**src/rtl/sio_pkg.sv**
```systemverilog
package sio_pkg;

    localparam int SIO_DW   = 8;
    localparam int BUF_W    = SIO_DW + 1;
    localparam int REG_W    = 8;
    localparam int EN_LOCAL = 4;
    localparam int EN_GLOBAL = 7;
    localparam logic [REG_W-1:0] IEN_MASK = REG_W'((1 << EN_LOCAL) | (1 << EN_GLOBAL));

    typedef enum logic [1:0] {
        RX_IDLE  = 2'd0,
        RX_START = 2'd1,
        RX_DATA  = 2'd2,
        RX_STOP  = 2'd3
    } rx_state_e;

    typedef enum logic [1:0] {
        MODE_OFF = 2'b00,
        MODE_8B  = 2'b01,
        MODE_9A  = 2'b10,
        MODE_9B  = 2'b11
    } sio_mode_e;

    typedef struct packed {
        logic       rsvd;
        logic       fe_flag;
        logic       fe_sel;
        logic       ren;
        logic [1:0] mode;
        logic       tx_flag;
        logic       rx_flag;
    } ctrl_t;

    typedef struct packed {
        logic             valid;
        logic             fe;
        logic [BUF_W-1:0] data;
    } rx_evt_t;

    function automatic logic maj3(input logic a, input logic b, input logic c);
        return (a & b) | (a & c) | (b & c);
    endfunction

endpackage

```
**src/rtl/sio_sync.sv**
```systemverilog
module sio_sync #(
    parameter int STAGES = 2
) (
    input  logic clk,
    input  logic rst,
    input  logic d,
    output logic q
);
    logic [STAGES-1:0] chain;

    generate
        if (STAGES == 1) begin : g_one
            always_ff @(posedge clk) begin
                if (rst) chain <= '1;
                else     chain <= d;
            end
        end else begin : g_many
            always_ff @(posedge clk) begin
                if (rst) chain <= '1;
                else     chain <= {chain[STAGES-2:0], d};
            end
        end
    endgenerate

    assign q = chain[STAGES-1];
endmodule

```
**src/rtl/sio_rx_engine.sv**
```systemverilog
module sio_rx_engine
    import sio_pkg::*;
#(
    parameter int OVS = 16
) (
    input  logic    clk,
    input  logic    rst,
    input  logic    tick,
    input  logic    rx,
    input  logic    active,
    input  logic    nine,
    input  logic    fe_sel,
    output rx_evt_t evt
);
    localparam int CW  = $clog2(OVS);
    localparam int MID = OVS / 2;
    localparam int SA  = MID - 1;
    localparam int SB  = MID;
    localparam int SC  = MID + 1;
    localparam int BW  = $clog2(BUF_W + 1);

    rx_state_e        state;
    logic [CW-1:0]    cnt;
    logic [BW-1:0]    bitn;
    logic [BUF_W-1:0] shreg;
    logic             va, vb;

    logic          decide, last_smp, bit_v;
    logic [BW-1:0] last_bit;

    always_comb begin
        decide   = tick && (cnt == CW'(SC));
        last_smp = tick && (cnt == CW'(OVS - 1));
        bit_v    = maj3(va, vb, rx);
        last_bit = nine ? BW'(SIO_DW) : BW'(SIO_DW - 1);
    end

    // frame-complete event: raised on the deciding sample
    always_comb begin
        evt = '0;
        unique case (state)
            RX_DATA: begin
                if (decide && nine && !fe_sel && bitn == BW'(SIO_DW)) begin
                    evt.valid = 1'b1;
                    evt.data  = {bit_v, shreg[SIO_DW-1:0]};
                end
            end
            RX_STOP: begin
                if (decide && (!nine || fe_sel)) begin
                    evt.valid = 1'b1;
                    evt.fe    = fe_sel & ~bit_v;
                    evt.data  = nine ? shreg : {bit_v, shreg[SIO_DW-1:0]};
                end
            end
            default: ;
        endcase
    end

    always_ff @(posedge clk) begin
        if (rst) begin
            state <= RX_IDLE;
            cnt   <= '0;
            bitn  <= '0;
            shreg <= '0;
            va    <= 1'b1;
            vb    <= 1'b1;
        end else if (!active) begin
            state <= RX_IDLE;
            cnt   <= '0;
        end else if (tick) begin
            if (cnt == CW'(SA)) va <= rx;
            if (cnt == CW'(SB)) vb <= rx;
            cnt <= last_smp ? '0 : cnt + 1'b1;
            unique case (state)
                RX_IDLE: begin
                    if (!rx) begin
                        state <= RX_START;
                        cnt   <= CW'(1);
                    end else begin
                        cnt <= '0;
                    end
                end
                RX_START: begin
                    if (decide && bit_v) begin
                        state <= RX_IDLE;
                        cnt   <= '0;
                    end else if (last_smp) begin
                        state <= RX_DATA;
                        bitn  <= '0;
                    end
                end
                RX_DATA: begin
                    if (decide) shreg[bitn] <= bit_v;
                    if (last_smp) begin
                        if (bitn == last_bit) state <= RX_STOP;
                        else                  bitn  <= bitn + 1'b1;
                    end
                end
                RX_STOP: begin
                    if (decide) begin
                        state <= RX_IDLE;
                        cnt   <= '0;
                    end
                end
                default: state <= RX_IDLE;
            endcase
        end
    end
endmodule

```
**src/rtl/sio_flag_regs.sv**
```systemverilog
module sio_flag_regs
    import sio_pkg::*;
(
    input  logic             clk,
    input  logic             rst,
    input  logic             wr_en,
    input  logic             wr_sel,
    input  logic [REG_W-1:0] wr_data,
    input  logic             tx_done,
    input  rx_evt_t          evt,
    output ctrl_t            ctrl,
    output logic [REG_W-1:0] ien,
    output logic [BUF_W-1:0] rbuf,
    output logic             irq
);
    always_ff @(posedge clk) begin
        if (rst) begin
            ctrl <= '0;
            ien  <= '0;
            rbuf <= '0;
        end else begin
            if (wr_en && !wr_sel) ctrl <= ctrl_t'(wr_data);
            if (wr_en &&  wr_sel) ien  <= wr_data & IEN_MASK;
            ctrl.rsvd <= 1'b0;
            if (tx_done) ctrl.tx_flag <= 1'b1;
            if (evt.valid) begin
                ctrl.rx_flag <= 1'b1;
                rbuf         <= evt.data;
                if (evt.fe) ctrl.fe_flag <= 1'b1;
            end
        end
    end

    assign irq = (ctrl.rx_flag | ctrl.tx_flag) & ien[EN_LOCAL] & ien[EN_GLOBAL];
endmodule

```
**src/rtl/sio_rx_irq.sv**
```systemverilog
module sio_rx_irq
    import sio_pkg::*;
#(
    parameter int OVS         = 16,
    parameter int SYNC_STAGES = 2
) (
    input  logic             clk,
    input  logic             rst,
    input  logic             smp_tick,
    input  logic             rxd,
    input  logic             wr_en,
    input  logic             wr_sel,
    input  logic [REG_W-1:0] wr_data,
    input  logic             tx_done,
    output logic [REG_W-1:0] ctrl_q,
    output logic [REG_W-1:0] ien_q,
    output logic [BUF_W-1:0] rx_data,
    output logic             irq
);
    logic    rx_s;
    ctrl_t   ctrl;
    rx_evt_t evt;
    logic    rx_done;
    logic    active;

    assign active  = ctrl.ren && (ctrl.mode != MODE_OFF);
    assign rx_done = evt.valid;
    assign ctrl_q  = ctrl;

    sio_sync #(.STAGES(SYNC_STAGES)) u_sync (
        .clk (clk),
        .rst (rst),
        .d   (rxd),
        .q   (rx_s)
    );

    sio_rx_engine #(.OVS(OVS)) u_eng (
        .clk    (clk),
        .rst    (rst),
        .tick   (smp_tick),
        .rx     (rx_s),
        .active (active),
        .nine   (ctrl.mode[1]),
        .fe_sel (ctrl.fe_sel),
        .evt    (evt)
    );

    sio_flag_regs u_regs (
        .clk     (clk),
        .rst     (rst),
        .wr_en   (wr_en),
        .wr_sel  (wr_sel),
        .wr_data (wr_data),
        .tx_done (tx_done),
        .evt     (evt),
        .ctrl    (ctrl),
        .ien     (ien_q),
        .rbuf    (rx_data),
        .irq     (irq)
    );
endmodule

```
**config.mk**
```make
export PLATFORM = sky130hd
export DESIGN_NAME = sio_rx_irq
export DESIGN_NICKNAME = d
export VERILOG_FILES = /design/src/rtl/sio_pkg.sv /design/src/rtl/sio_sync.sv /design/src/rtl/sio_rx_engine.sv /design/src/rtl/sio_flag_regs.sv /design/src/rtl/sio_rx_irq.sv
export SDC_FILE = /design/constraint.sdc
export NUM_CORES = 1
export LEC_CHECK = 0
export BUFFER_PORTS_ARGS = -buffer_cell sky130_fd_sc_hd__buf_2
export CAP_MARGIN = 20
export CORE_MARGIN = 3
export CORE_UTILIZATION = 42
export DETAILED_ROUTE_END_ITERATION = 8
export PLACE_DENSITY = 0.6
export SETUP_SLACK_MARGIN = 0.2
export SKIP_CTS_REPAIR_TIMING = 1
export SYNTH_ARGS = -nofsm -noshare
export SYNTH_HDL_FRONTEND = slang
export SYNTH_HIERARCHICAL = 1
export SYNTH_SLANG_ARGS = --single-unit
```
**constraint.sdc**
```tcl
create_clock -name clk -period 3.8 [get_ports clk]
set_input_delay 0.38 -clock clk [delete_from_list [all_inputs] [get_ports clk]]
set_output_delay 0.38 -clock clk [all_outputs]
set_load 0.02 [all_outputs]
```
==> impl_metrics.xml, run 1 <==
<?xml version="1.0" encoding="UTF-8"?>
<metrics>
  <group name="die">
    <metric name="die-height" unit="microns">78.33</metric>
    <metric name="floorplan.die.width" unit="microns">78.33</metric>
    <metric name="die_area" unit="sq mm">0.006135</metric>
    <metric name="boundaryPins" unit="">41</metric>
    <metric name="rows" unit="">25</metric>
    <metric name="core_area" unit="sq mm">0.004880</metric>
    <metric name="initial_core_util" unit="">0.4503</metric>
  </group>
  <group name="power">
    <metric name="power.total" unit="mW">0.8438</metric>
    <metric name="p_clk_frac" unit="">0.416</metric>
    <metric name="p_seq_frac" unit="">0.522</metric>
    <metric name="p_int" unit="mW">0.6493</metric>
    <metric name="netSwitchingPower" unit="mW">0.1945</metric>
    <metric name="vdd_ir_drop_max" unit="uV">212.4</metric>
    <metric name="power.density" unit="mW/mm^2">341.1</metric>
    <metric name="p_comb_frac" unit="">0.063</metric>
    <metric name="netSwitchingFraction" unit="">0.2305</metric>
    <metric name="p_leak" unit="nW">1.020</metric>
  </group>
  <group name="setup_path">
    <metric name="worst_ep_required_time" unit="ns">4.04</metric>
    <metric name="cp-end-kind" unit="">flip-flop</metric>
    <metric name="path_class" unit="">reg -&gt; reg</metric>
    <metric name="worstPathMaxFanout" unit="">20</metric>
    <metric name="worstPathArrival" unit="ns">2.40</metric>
    <metric name="crit_path_start_kind" unit="">flip-flop</metric>
  </group>
  <group name="route">
    <metric name="drtIter0Drc" unit="">54</metric>
    <metric name="remaining_drc_errors" unit="">0</metric>
    <metric name="detail_route.wirelength" unit="microns">4612</metric>
    <metric name="avgRoutedWirePerCell" unit="microns">13.25</metric>
    <metric name="routed_via_density" unit="">5.293</metric>
    <metric name="met3RoutedLength" unit="microns">136</metric>
    <metric name="wire_length_on_met1" unit="microns">2141</metric>
    <metric name="detailroute.wirelength.met2" unit="microns">2277</metric>
    <metric name="route.top_layer_used" unit="">met4</metric>
    <metric name="route.antenna.remaining_nets" unit="">0</metric>
    <metric name="total_number_of_vias" unit="">1842</metric>
    <metric name="firstDrtPassIters" unit="">6</metric>
  </group>
  <group name="synth">
    <metric name="synthTopCellsByArea" unit="">dfxtp_1, mux2i_1, nand2_1, ha_1, a21oi_1</metric>
    <metric name="ys_seq_elements" unit="">41</metric>
    <metric name="synth_enable_flop_cells" unit="">0</metric>
    <metric name="synth_cells" unit="">251</metric>
    <metric name="yosysTopAreaCellShare" unit="">0.3736</metric>
    <metric name="synthDistinctLibCells" unit="">53</metric>
    <metric name="ys_dominant_reg_cell" unit="">dfxtp_1</metric>
    <metric name="seq_area_frac_synth" unit="">0.3736</metric>
    <metric name="async_reset_ff_frac" unit="">0</metric>
    <metric name="mean_instance_size_in_the_synthesized_netlist" unit="sq um">8.753</metric>
    <metric name="yosys_warnings" unit="">6</metric>
    <metric name="synthesis.area" unit="sq mm">0.002197</metric>
    <metric name="netlist.top_cell.by_area" unit="">dfxtp_1</metric>
  </group>
  <group name="clocking">
    <metric name="cts_tree" unit="">yes</metric>
    <metric name="cts.sinks" unit="">41</metric>
    <metric name="clock_root_buffer_master" unit="">clkbuf_8</metric>
    <metric name="cts-root-to-sink-buffers" unit="">2</metric>
    <metric name="tritoncts.num_buffers" unit="">5</metric>
    <metric name="worst_skew_pair.late_latency" unit="ns">0.29</metric>
    <metric name="clk_transition_reported_paths" unit="ns">0.08</metric>
    <metric name="cts-htree-levels" unit="">2</metric>
  </group>
  <group name="sta">
    <metric name="finalHoldViolCount" unit="">0</metric>
    <metric name="timing.max_slew.rel_slack" unit="">0.6065</metric>
    <metric name="fin_worst_skew" unit="ns">0.008751</metric>
    <metric name="final.period_utilization" unit="">0.5683</metric>
    <metric name="finalCriticalPeriod" unit="ns">2.160</metric>
    <metric name="fin_hold_ws" unit="ns">0.2691</metric>
    <metric name="setup_slack" unit="ns">1.640</metric>
    <metric name="rsz0062_at_grt" unit="">no</metric>
    <metric name="worst_pin_slew" unit="ns">0.5890</metric>
    <metric name="fin_tns_setup" unit="ns">0</metric>
    <metric name="report.final.slew_viol_count" unit="">0</metric>
    <metric name="finish_stage_setup_viols" unit="">0</metric>
    <metric name="fmax" unit="MHz">463.0</metric>
  </group>
  <group name="grt">
    <metric name="number_of_antenna_violations_at_the_first_check_in_global_routing" unit="">0</metric>
    <metric name="grt_usage" unit="">0.1640</metric>
    <metric name="grt_max_degree" unit="">29</metric>
    <metric name="first_pass_grt_wire_length" unit="microns">8142</metric>
    <metric name="overflow" unit="">0</metric>
    <metric name="vias_in_the_first_global_route" unit="">1753</metric>
  </group>
  <group name="layout">
    <metric name="post_route_cells_drive_above_1_share" unit="">0.2206</metric>
    <metric name="area_delta_synth_final" unit="%">12.59</metric>
    <metric name="final-instance-count-excl-fill" unit="">348</metric>
    <metric name="layout.nets" unit="">302</metric>
    <metric name="fin_area" unit="sq mm">0.002474</metric>
    <metric name="final_core_util" unit="">0.5069</metric>
    <metric name="antenna_cells_inserted" unit="">0</metric>
  </group>
  <group name="place">
    <metric name="hpwlAfterDp" unit="microns">3386</metric>
    <metric name="placement.cell_area" unit="sq mm">0.002362</metric>
    <metric name="post_place_setup_slack" unit="ns">1.653</metric>
    <metric name="io_buffer_count" unit="">33</metric>
    <metric name="place_congestion" unit="">0.8149</metric>
    <metric name="dp.cells" unit="">340</metric>
  </group>
  <group name="run_status">
    <metric name="run_status" unit="">complete, no violations</metric>
  </group>
  <group name="flow_run">
    <metric name="max-cap-violations" unit="">0</metric>
  </group>
  <group name="hold_path">
    <metric name="hold_crit_class" unit="">in -&gt; reg</metric>
  </group>
</metrics>
==> critical path, cell delays in order, from the launching register on <==
cell,delay (ns)
dfxtp_1,0.37
inv_1,0.12
ha_1,0.20
nand3b_1,0.11
or3_4,0.40
a21oi_4,0.50
and2_1,0.22
mux2i_1,0.08
nor2_1,0.10
==> power by group through the flow <==
stage | logic (mW) | clock network, mW | registers [mW]
floorplan | 0.0343 | 0 | 0.456
global placement | 0.0534 | 0 | 0.451
detailed placement | 0.0534 | 0 | 0.450
CTS | 0.0536 | 0.361 | 0.440
global route | 0.0590 | 0.385 | 0.442
finish | 0.0529 | 0.351 | 0.440
==> layer usage <==
metal  GRT usage  vias to the layer above
li1            -                      929
met1      0.2130                      879
met2      0.2688                       27
met3     0.03440                        7
met4     0.05769                        0
met5           0                        -
==> final timing paths <==
path,start,endpoint,slack (ns),cells after the start
max,u_eng/bitn[1]$_SDFFE_PP0P_,u_regs/rbuf[5]$_SDFFE_PP0P_,1.64,8
min reg2reg,u_sync/chain[0]$_SDFF_PP1_,u_sync/chain[1]$_SDFF_PP1_,0.41,1
min,rxd,u_sync/chain[0]$_SDFF_PP1_,0.27,2
max reg2reg,u_eng/bitn[1]$_SDFFE_PP0P_,u_regs/rbuf[5]$_SDFFE_PP0P_,1.64,8
==> cells in the final DEF (no fill, tap or decap), types with 7 or more instances in the layout <==
cell and n:
mux2i_1 18, buf_2 33, and2_1 8, nand2_1 37, ha_1 7, inv_1 7, nor2_1 16, nor3_1 8
conb_1 7, a21oi_1 12, o21ai_0 8, dfxtp_1 41
==> synth_stat cells (4+ instances only) <==
master,count
nor2_1,16
inv_1,7
nand3_1,4
nand2b_1,5
nor3_1,8
mux2i_1,18
o21ai_0,8
nor3_2,5
a21oi_1,12
buf_4,8
ha_1,7
dfxtp_1,41
and2_1,8
clkbuf_1,4
nand2_1,37
nand4_1,5
o21a_1,4
nor2b_1,4
==> flip-flops by register name, indices dropped and copies added (netlist names), named ones only <==
| register | cells |
|---|---|
| u_eng/bitn | 4 |
| u_regs/ien | 2 |
| u_eng/state | 1 |
| u_eng/shreg | 9 |
| u_sync/chain | 2 |
| u_regs/ctrl | 7 |
| u_eng/cnt | 4 |
| u_eng/va | 1 |
| u_eng/vb | 1 |
| u_regs/rbuf | 9 |
==> cell families (layout without fill, tap and decap cells) <==
family	count (synthesis)	count (layout)	synth area share
DFF	41	41	0.3736
AOI/OAI and AO/OA	45	45	0.1532
and+or+nand+nor	112	112	0.2808
buffers and inverters	26	50	0.06378
adders and majority gates	8	8	0.04499
other	1	7	0.001707
muxes	18	18	0.08200
==> final cells by class <==
| cell class | instances | area [sq um] |
|---|---|---|
| Tap cell | 67 | 83.83 |
| Multi-Input combinational cell | 190 | 1259 |
| Inverter | 9 | 33.78 |
| Fill cell | 503 | 2406 |
| Clock buffer | 6 | 72.57 |
| Sequential cell | 41 | 820.8 |
| Timing Repair Buffer | 33 | 165.2 |
| Clock inverter | 2 | 38.79 |
No activity file was read; power rests on OpenSTA's default activity.
==> run 2, diff against run 1 <==
PLACE_DENSITY = 0.63   (was 0.6)
clock period = 1.9 ns   (was 3.8 ns; I/O delays follow)
==> impl_metrics.xml, run 2 (synthesis gave the netlist of run 1 again) <==
<?xml version="1.0" encoding="UTF-8"?>
<metrics>
  <group name="place">
    <metric name="io_buffer_count" unit="">33</metric>
    <metric name="dp.cells" unit="">348</metric>
    <metric name="place_congestion" unit="">0.8128</metric>
    <metric name="hpwlAfterDp" unit="microns">3347</metric>
    <metric name="post_place_setup_slack" unit="ns">0.1509</metric>
  </group>
  <group name="clocking">
    <metric name="tritoncts.num_buffers" unit="">5</metric>
    <metric name="worst_skew_pair.late_latency" unit="ns">0.29</metric>
    <metric name="clk_transition_reported_paths" unit="ns">0.08</metric>
    <metric name="cts.sinks" unit="">41</metric>
    <metric name="cts-root-to-sink-buffers" unit="">2</metric>
    <metric name="cts_tree" unit="">yes</metric>
    <metric name="clock_root_buffer_master" unit="">clkbuf_8</metric>
    <metric name="cts-htree-levels" unit="">2</metric>
  </group>
  <group name="setup_path">
    <metric name="critical_path.slowest_cell" unit="">dfxtp_2</metric>
    <metric name="worstPathMaxFanout" unit="">20</metric>
    <metric name="ff2ff_path_depth" unit="">8</metric>
    <metric name="path_delay_family" unit="">simple AND/OR/NAND/NOR gates</metric>
    <metric name="worstPathArrival" unit="ns">1.95</metric>
    <metric name="path_class" unit="">reg -&gt; reg</metric>
    <metric name="crit_path_start_kind" unit="">flip-flop</metric>
    <metric name="max_stage_delay" unit="ns">0.36</metric>
    <metric name="worst_ep_required_time" unit="ns">2.09</metric>
    <metric name="path_cells" unit="">inv_2, ha_4, nand3b_1, or3_4, a21oi_4, buf_12, mux2i_1, nor2_1</metric>
    <metric name="cp-end-kind" unit="">flip-flop</metric>
    <metric name="worst-path-stages" unit="">8</metric>
    <metric name="timing.critical_path.buf_inv" unit="">2</metric>
  </group>
  <group name="hold_path">
    <metric name="whs_path_depth" unit="">2</metric>
    <metric name="hold_crit_class" unit="">in -&gt; reg</metric>
  </group>
  <group name="layout">
    <metric name="most-common-layout-cells" unit="">dfxtp_1, nand2_1, buf_2, mux2i_1, nor2_1</metric>
    <metric name="reg_top3" unit="">u_eng/shreg (9), u_regs/rbuf (9), u_regs/ctrl (7)</metric>
    <metric name="layout.nets" unit="">310</metric>
    <metric name="final-instance-count-excl-fill" unit="">356</metric>
    <metric name="area_delta_synth_final" unit="%">18.91</metric>
    <metric name="layout.cells.most_common" unit="">dfxtp_1</metric>
    <metric name="antenna_cells_inserted" unit="">0</metric>
    <metric name="post_route_cells_drive_above_1_share" unit="">0.2768</metric>
    <metric name="fillers" unit="">485</metric>
    <metric name="ff_latch_area" unit="sq um">827.0</metric>
    <metric name="multi_input_area" unit="sq mm">0.001313</metric>
  </group>
  <group name="sta">
    <metric name="setup_slack" unit="ns">0.1391</metric>
    <metric name="final.period_utilization" unit="">0.9268</metric>
    <metric name="finalHoldViolCount" unit="">0</metric>
    <metric name="report.final.slew_viol_count" unit="">0</metric>
    <metric name="finish_stage_setup_viols" unit="">0</metric>
    <metric name="rsz0062_at_grt" unit="">yes</metric>
    <metric name="fin_tns_setup" unit="ns">0</metric>
    <metric name="finalCriticalPeriod" unit="ns">1.761</metric>
    <metric name="fin_worst_skew" unit="ns">0.005123</metric>
    <metric name="fmax" unit="MHz">567.9</metric>
  </group>
  <group name="die">
    <metric name="initial_core_util" unit="">0.4503</metric>
    <metric name="core_area" unit="sq mm">0.004880</metric>
    <metric name="rows" unit="">25</metric>
    <metric name="floorplan.die.width" unit="microns">78.33</metric>
    <metric name="die_area" unit="sq mm">0.006135</metric>
    <metric name="boundaryPins" unit="">41</metric>
    <metric name="die-height" unit="microns">78.33</metric>
  </group>
  <group name="route">
    <metric name="firstDrtPassIters" unit="">4</metric>
    <metric name="drtIter0Drc" unit="">96</metric>
    <metric name="remaining_drc_errors" unit="">0</metric>
    <metric name="avgRoutedWirePerCell" unit="microns">12.77</metric>
    <metric name="routed_via_density" unit="">5.140</metric>
    <metric name="total_number_of_vias" unit="">1830</metric>
    <metric name="detail_route.wirelength" unit="microns">4545</metric>
    <metric name="route.antenna.remaining_nets" unit="">0</metric>
  </group>
  <group name="grt">
    <metric name="number_of_antenna_violations_at_the_first_check_in_global_routing" unit="">0</metric>
    <metric name="overflow" unit="">0</metric>
    <metric name="grt_usage" unit="">0.1579</metric>
    <metric name="vias_in_the_first_global_route" unit="">1735</metric>
    <metric name="grt_max_degree" unit="">21</metric>
    <metric name="first_pass_grt_wire_length" unit="microns">7845</metric>
  </group>
  <group name="flow_run">
    <metric name="max-cap-violations" unit="">0</metric>
  </group>
  <group name="power">
    <metric name="p_leak" unit="nW">1.071</metric>
    <metric name="power.density" unit="mW/mm^2">639.1</metric>
    <metric name="power.total" unit="mW">1.670</metric>
    <metric name="vdd_ir_drop_max" unit="uV">535.7</metric>
  </group>
  <group name="run_status">
    <metric name="run_status" unit="">complete, no violations</metric>
  </group>
</metrics>
run 2: changes by cell type in the layout (fill, tap and decap cells not counted), sizes merged:
cell      previous run  this run
buf                 33        41
bufinv               1         0
clkbuf               6         7
clkinv               1         0
clkinvlp             0         1
run 2: layer usage:
metal,part of all wire,track usage
met3,0.041,0.03096
met2,0.48,0.2808
met1,0.47,0.1875
met5,0,0
met4,0.0046,0.05769
run 2: worst paths after layout:
path,slack (ns),endpoint,start
max,0.14,u_regs/rbuf[7]$_SDFFE_PP0P_,u_eng/bitn[1]$_SDFFE_PP0P_
min,0.08,u_sync/chain[0]$_SDFF_PP1_,rxd
max reg2reg,0.14,u_regs/rbuf[7]$_SDFFE_PP0P_,u_eng/bitn[1]$_SDFFE_PP0P_
min reg2reg,0.41,u_sync/chain[1]$_SDFF_PP1_,u_sync/chain[0]$_SDFF_PP1_
run 2: final cells by class:
type | instances | share of cell area
Multi-Input combinational cell | 190 | 0.5024
Inverter | 9 | 0.01389
Sequential cell | 41 | 0.3166
Timing Repair Buffer | 41 | 0.09100
Tap cell | 67 | 0.03209
Clock buffer | 7 | 0.04119
Clock inverter | 1 | 0.002874
run 2: report_power, final:
group / leakage [nW] / total (mW) / internal [mW] / switching (mW)
clock network: 0.0556 / 0.681 / 0.374 / 0.307
registers: 0.334 / 0.879 / 0.869 / 0.0101
logic: 0.682 / 0.109 / 0.0364 / 0.0730
run 2: through the flow:
step             util  cell area [sq um]  hold slack (ns)
6_report       0.5354               2613          0.07783
5_1_grt        0.5354               2613          0.08249
4_1_cts        0.5269               2571          0.06518
3_5_place_dp   0.5033               2456           0.3772
3_3_place_gp   0.5033               2456           0.3675
2_1_floorplan       -               2245           0.2871
==> run 3, diff against run 2 <==
CELL_PAD_IN_SITES_DETAIL_PLACEMENT = 1   (was default)
CELL_PAD_IN_SITES_GLOBAL_PLACEMENT = 1   (was default)
CORE_UTILIZATION = 37   (was 42)
PLACE_DENSITY = 0.72   (was 0.63)
RECOVER_POWER = 25   (was default)
==> impl_metrics.xml, run 3 (synthesis gave the netlist of run 1 again) <==
<?xml version="1.0" encoding="UTF-8"?>
<metrics>
  <group name="sta">
    <metric name="final.period_utilization" unit="">0.9531</metric>
    <metric name="fmax" unit="MHz">552.2</metric>
    <metric name="finalCriticalPeriod" unit="ns">1.811</metric>
    <metric name="fin_worst_skew" unit="ns">0.006182</metric>
    <metric name="report.final.slew_viol_count" unit="">0</metric>
    <metric name="finalHoldViolCount" unit="">0</metric>
    <metric name="fin_tns_setup" unit="ns">0</metric>
    <metric name="rsz0062_at_grt" unit="">yes</metric>
    <metric name="finish_stage_setup_viols" unit="">0</metric>
    <metric name="setup_slack" unit="ns">0.08902</metric>
  </group>
  <group name="setup_path">
    <metric name="worstPathMaxFanout" unit="">10</metric>
    <metric name="worst_ep_required_time" unit="ns">2.09</metric>
    <metric name="crit_path_start_kind" unit="">flip-flop</metric>
    <metric name="worstPathArrival" unit="ns">2.00</metric>
    <metric name="max_stage_delay" unit="ns">0.38</metric>
    <metric name="path_class" unit="">reg -&gt; reg</metric>
    <metric name="path_cells" unit="">inv_4, ha_4, nand3b_1, or3_4, a21oi_4, buf_12, mux2i_1, nor2_1</metric>
    <metric name="cp-end-kind" unit="">flip-flop</metric>
    <metric name="critical_path.slowest_cell" unit="">dfxtp_4</metric>
  </group>
  <group name="layout">
    <metric name="reg_top3" unit="">u_eng/shreg (9), u_regs/rbuf (9), u_regs/ctrl (7)</metric>
    <metric name="ff_latch_area" unit="sq um">829.5</metric>
    <metric name="final-instance-count-excl-fill" unit="">371</metric>
    <metric name="most-common-layout-cells" unit="">dfxtp_1, nand2_1, buf_2, mux2i_1, nor2_1</metric>
    <metric name="layout.cells.most_common" unit="">dfxtp_1</metric>
    <metric name="fillers" unit="">672</metric>
    <metric name="layout.nets" unit="">320</metric>
    <metric name="area_delta_synth_final" unit="%">23.35</metric>
    <metric name="multi_input_area" unit="sq mm">0.001314</metric>
    <metric name="antenna_cells_inserted" unit="">0</metric>
    <metric name="post_route_cells_drive_above_1_share" unit="">0.2809</metric>
  </group>
  <group name="clocking">
    <metric name="cts_tree" unit="">yes</metric>
    <metric name="clock_root_buffer_master" unit="">clkbuf_8</metric>
    <metric name="worst_skew_pair.late_latency" unit="ns">0.30</metric>
    <metric name="cts-root-to-sink-buffers" unit="">2</metric>
    <metric name="cts.sinks" unit="">41</metric>
    <metric name="cts-htree-levels" unit="">2</metric>
    <metric name="clk_transition_reported_paths" unit="ns">0.09</metric>
    <metric name="tritoncts.num_buffers" unit="">5</metric>
  </group>
  <group name="die">
    <metric name="core_area" unit="sq mm">0.005642</metric>
    <metric name="initial_core_util" unit="">0.3894</metric>
    <metric name="rows" unit="">27</metric>
    <metric name="boundaryPins" unit="">41</metric>
    <metric name="die_area" unit="sq mm">0.006899</metric>
    <metric name="floorplan.die.width" unit="microns">83.06</metric>
    <metric name="die-height" unit="microns">83.06</metric>
  </group>
  <group name="power">
    <metric name="power.total" unit="mW">1.704</metric>
    <metric name="vdd_ir_drop_max" unit="uV">460.1</metric>
    <metric name="power.density" unit="mW/mm^2">628.9</metric>
    <metric name="p_leak" unit="nW">1.103</metric>
  </group>
  <group name="route">
    <metric name="remaining_drc_errors" unit="">0</metric>
    <metric name="detail_route.wirelength" unit="microns">5973</metric>
    <metric name="drtIter0Drc" unit="">48</metric>
    <metric name="total_number_of_vias" unit="">1937</metric>
    <metric name="routed_via_density" unit="">5.221</metric>
    <metric name="avgRoutedWirePerCell" unit="microns">16.10</metric>
    <metric name="route.antenna.remaining_nets" unit="">0</metric>
    <metric name="firstDrtPassIters" unit="">4</metric>
  </group>
  <group name="place">
    <metric name="io_buffer_count" unit="">33</metric>
    <metric name="hpwlAfterDp" unit="microns">4273</metric>
    <metric name="place_congestion" unit="">0.8233</metric>
    <metric name="post_place_setup_slack" unit="ns">0.1169</metric>
    <metric name="dp.cells" unit="">354</metric>
  </group>
  <group name="grt">
    <metric name="vias_in_the_first_global_route" unit="">1963</metric>
    <metric name="overflow" unit="">0</metric>
    <metric name="number_of_antenna_violations_at_the_first_check_in_global_routing" unit="">0</metric>
    <metric name="grt_usage" unit="">0.1644</metric>
    <metric name="first_pass_grt_wire_length" unit="microns">9487</metric>
    <metric name="grt_max_degree" unit="">23</metric>
  </group>
  <group name="hold_path">
    <metric name="hold_crit_class" unit="">in -&gt; reg</metric>
  </group>
  <group name="run_status">
    <metric name="run_status" unit="">complete, no violations</metric>
  </group>
  <group name="flow_run">
    <metric name="max-cap-violations" unit="">0</metric>
  </group>
</metrics>
[run 3: layer usage]
metal  up-vias  GRT usage  part of all wire
met5         -          0                 0
met4         0    0.04606            0.0080
met3         6    0.03175             0.023
met2        23     0.3003              0.54
met1       942     0.1937              0.43
li1        966          -                 -
[run 3: cell type report]
type,instances,share of cell area
clock inverters,2,0.01431
inverters,9,0.01431
well taps,72,0.03324
multi-input cells,190,0.4848
repair buffers,51,0.1205
flip-flops and latches,41,0.3061
clock buffers,6,0.02678
[run 3: final timing paths]
path                                                 start                           to  slack [ns]  cells past startpoint
worst max register to register  u_eng/bitn[0]$_SDFFE_PP0P_  u_regs/rbuf[6]$_SDFFE_PP0P_        0.09                      8
worst max-delay path            u_eng/bitn[0]$_SDFFE_PP0P_  u_regs/rbuf[6]$_SDFFE_PP0P_        0.09                      8
worst min-delay path                                   rxd   u_sync/chain[0]$_SDFF_PP1_        0.08                      2
worst min register to register  u_sync/chain[0]$_SDFF_PP1_   u_sync/chain[1]$_SDFF_PP1_        0.41                      1
[run 3: where the power goes]
part	switching (mW)	internal [mW]	leakage, nW
combinational	0.0749	0.0356	0.714
sequential	0.00990	0.868	0.334
clock	0.321	0.395	0.0554
total	0.406	1.30	1.10
[run 3: stage by stage]
stage / hold slack [ns] / cell area, sq um / util
global placement: 0.3700 / 2470 / 0.4378
finish: 0.07644 / 2710 / 0.4804
global route: 0.08367 / 2710 / 0.4804
floorplan: 0.2871 / 2245 / -
CTS: 0.06275 / 2581 / 0.4575
detailed placement: 0.3785 / 2470 / 0.4378
[run 3: critical path, delay by kind of cell, from the launching register on]
family / cells / cell delay (ns)
simple gates: 3 / 0.52
flops: 1 / 0.38
buf+inv: 2 / 0.24
compound gates: 1 / 0.23
mux: 1 / 0.20
fa+ha+maj: 1 / 0.14
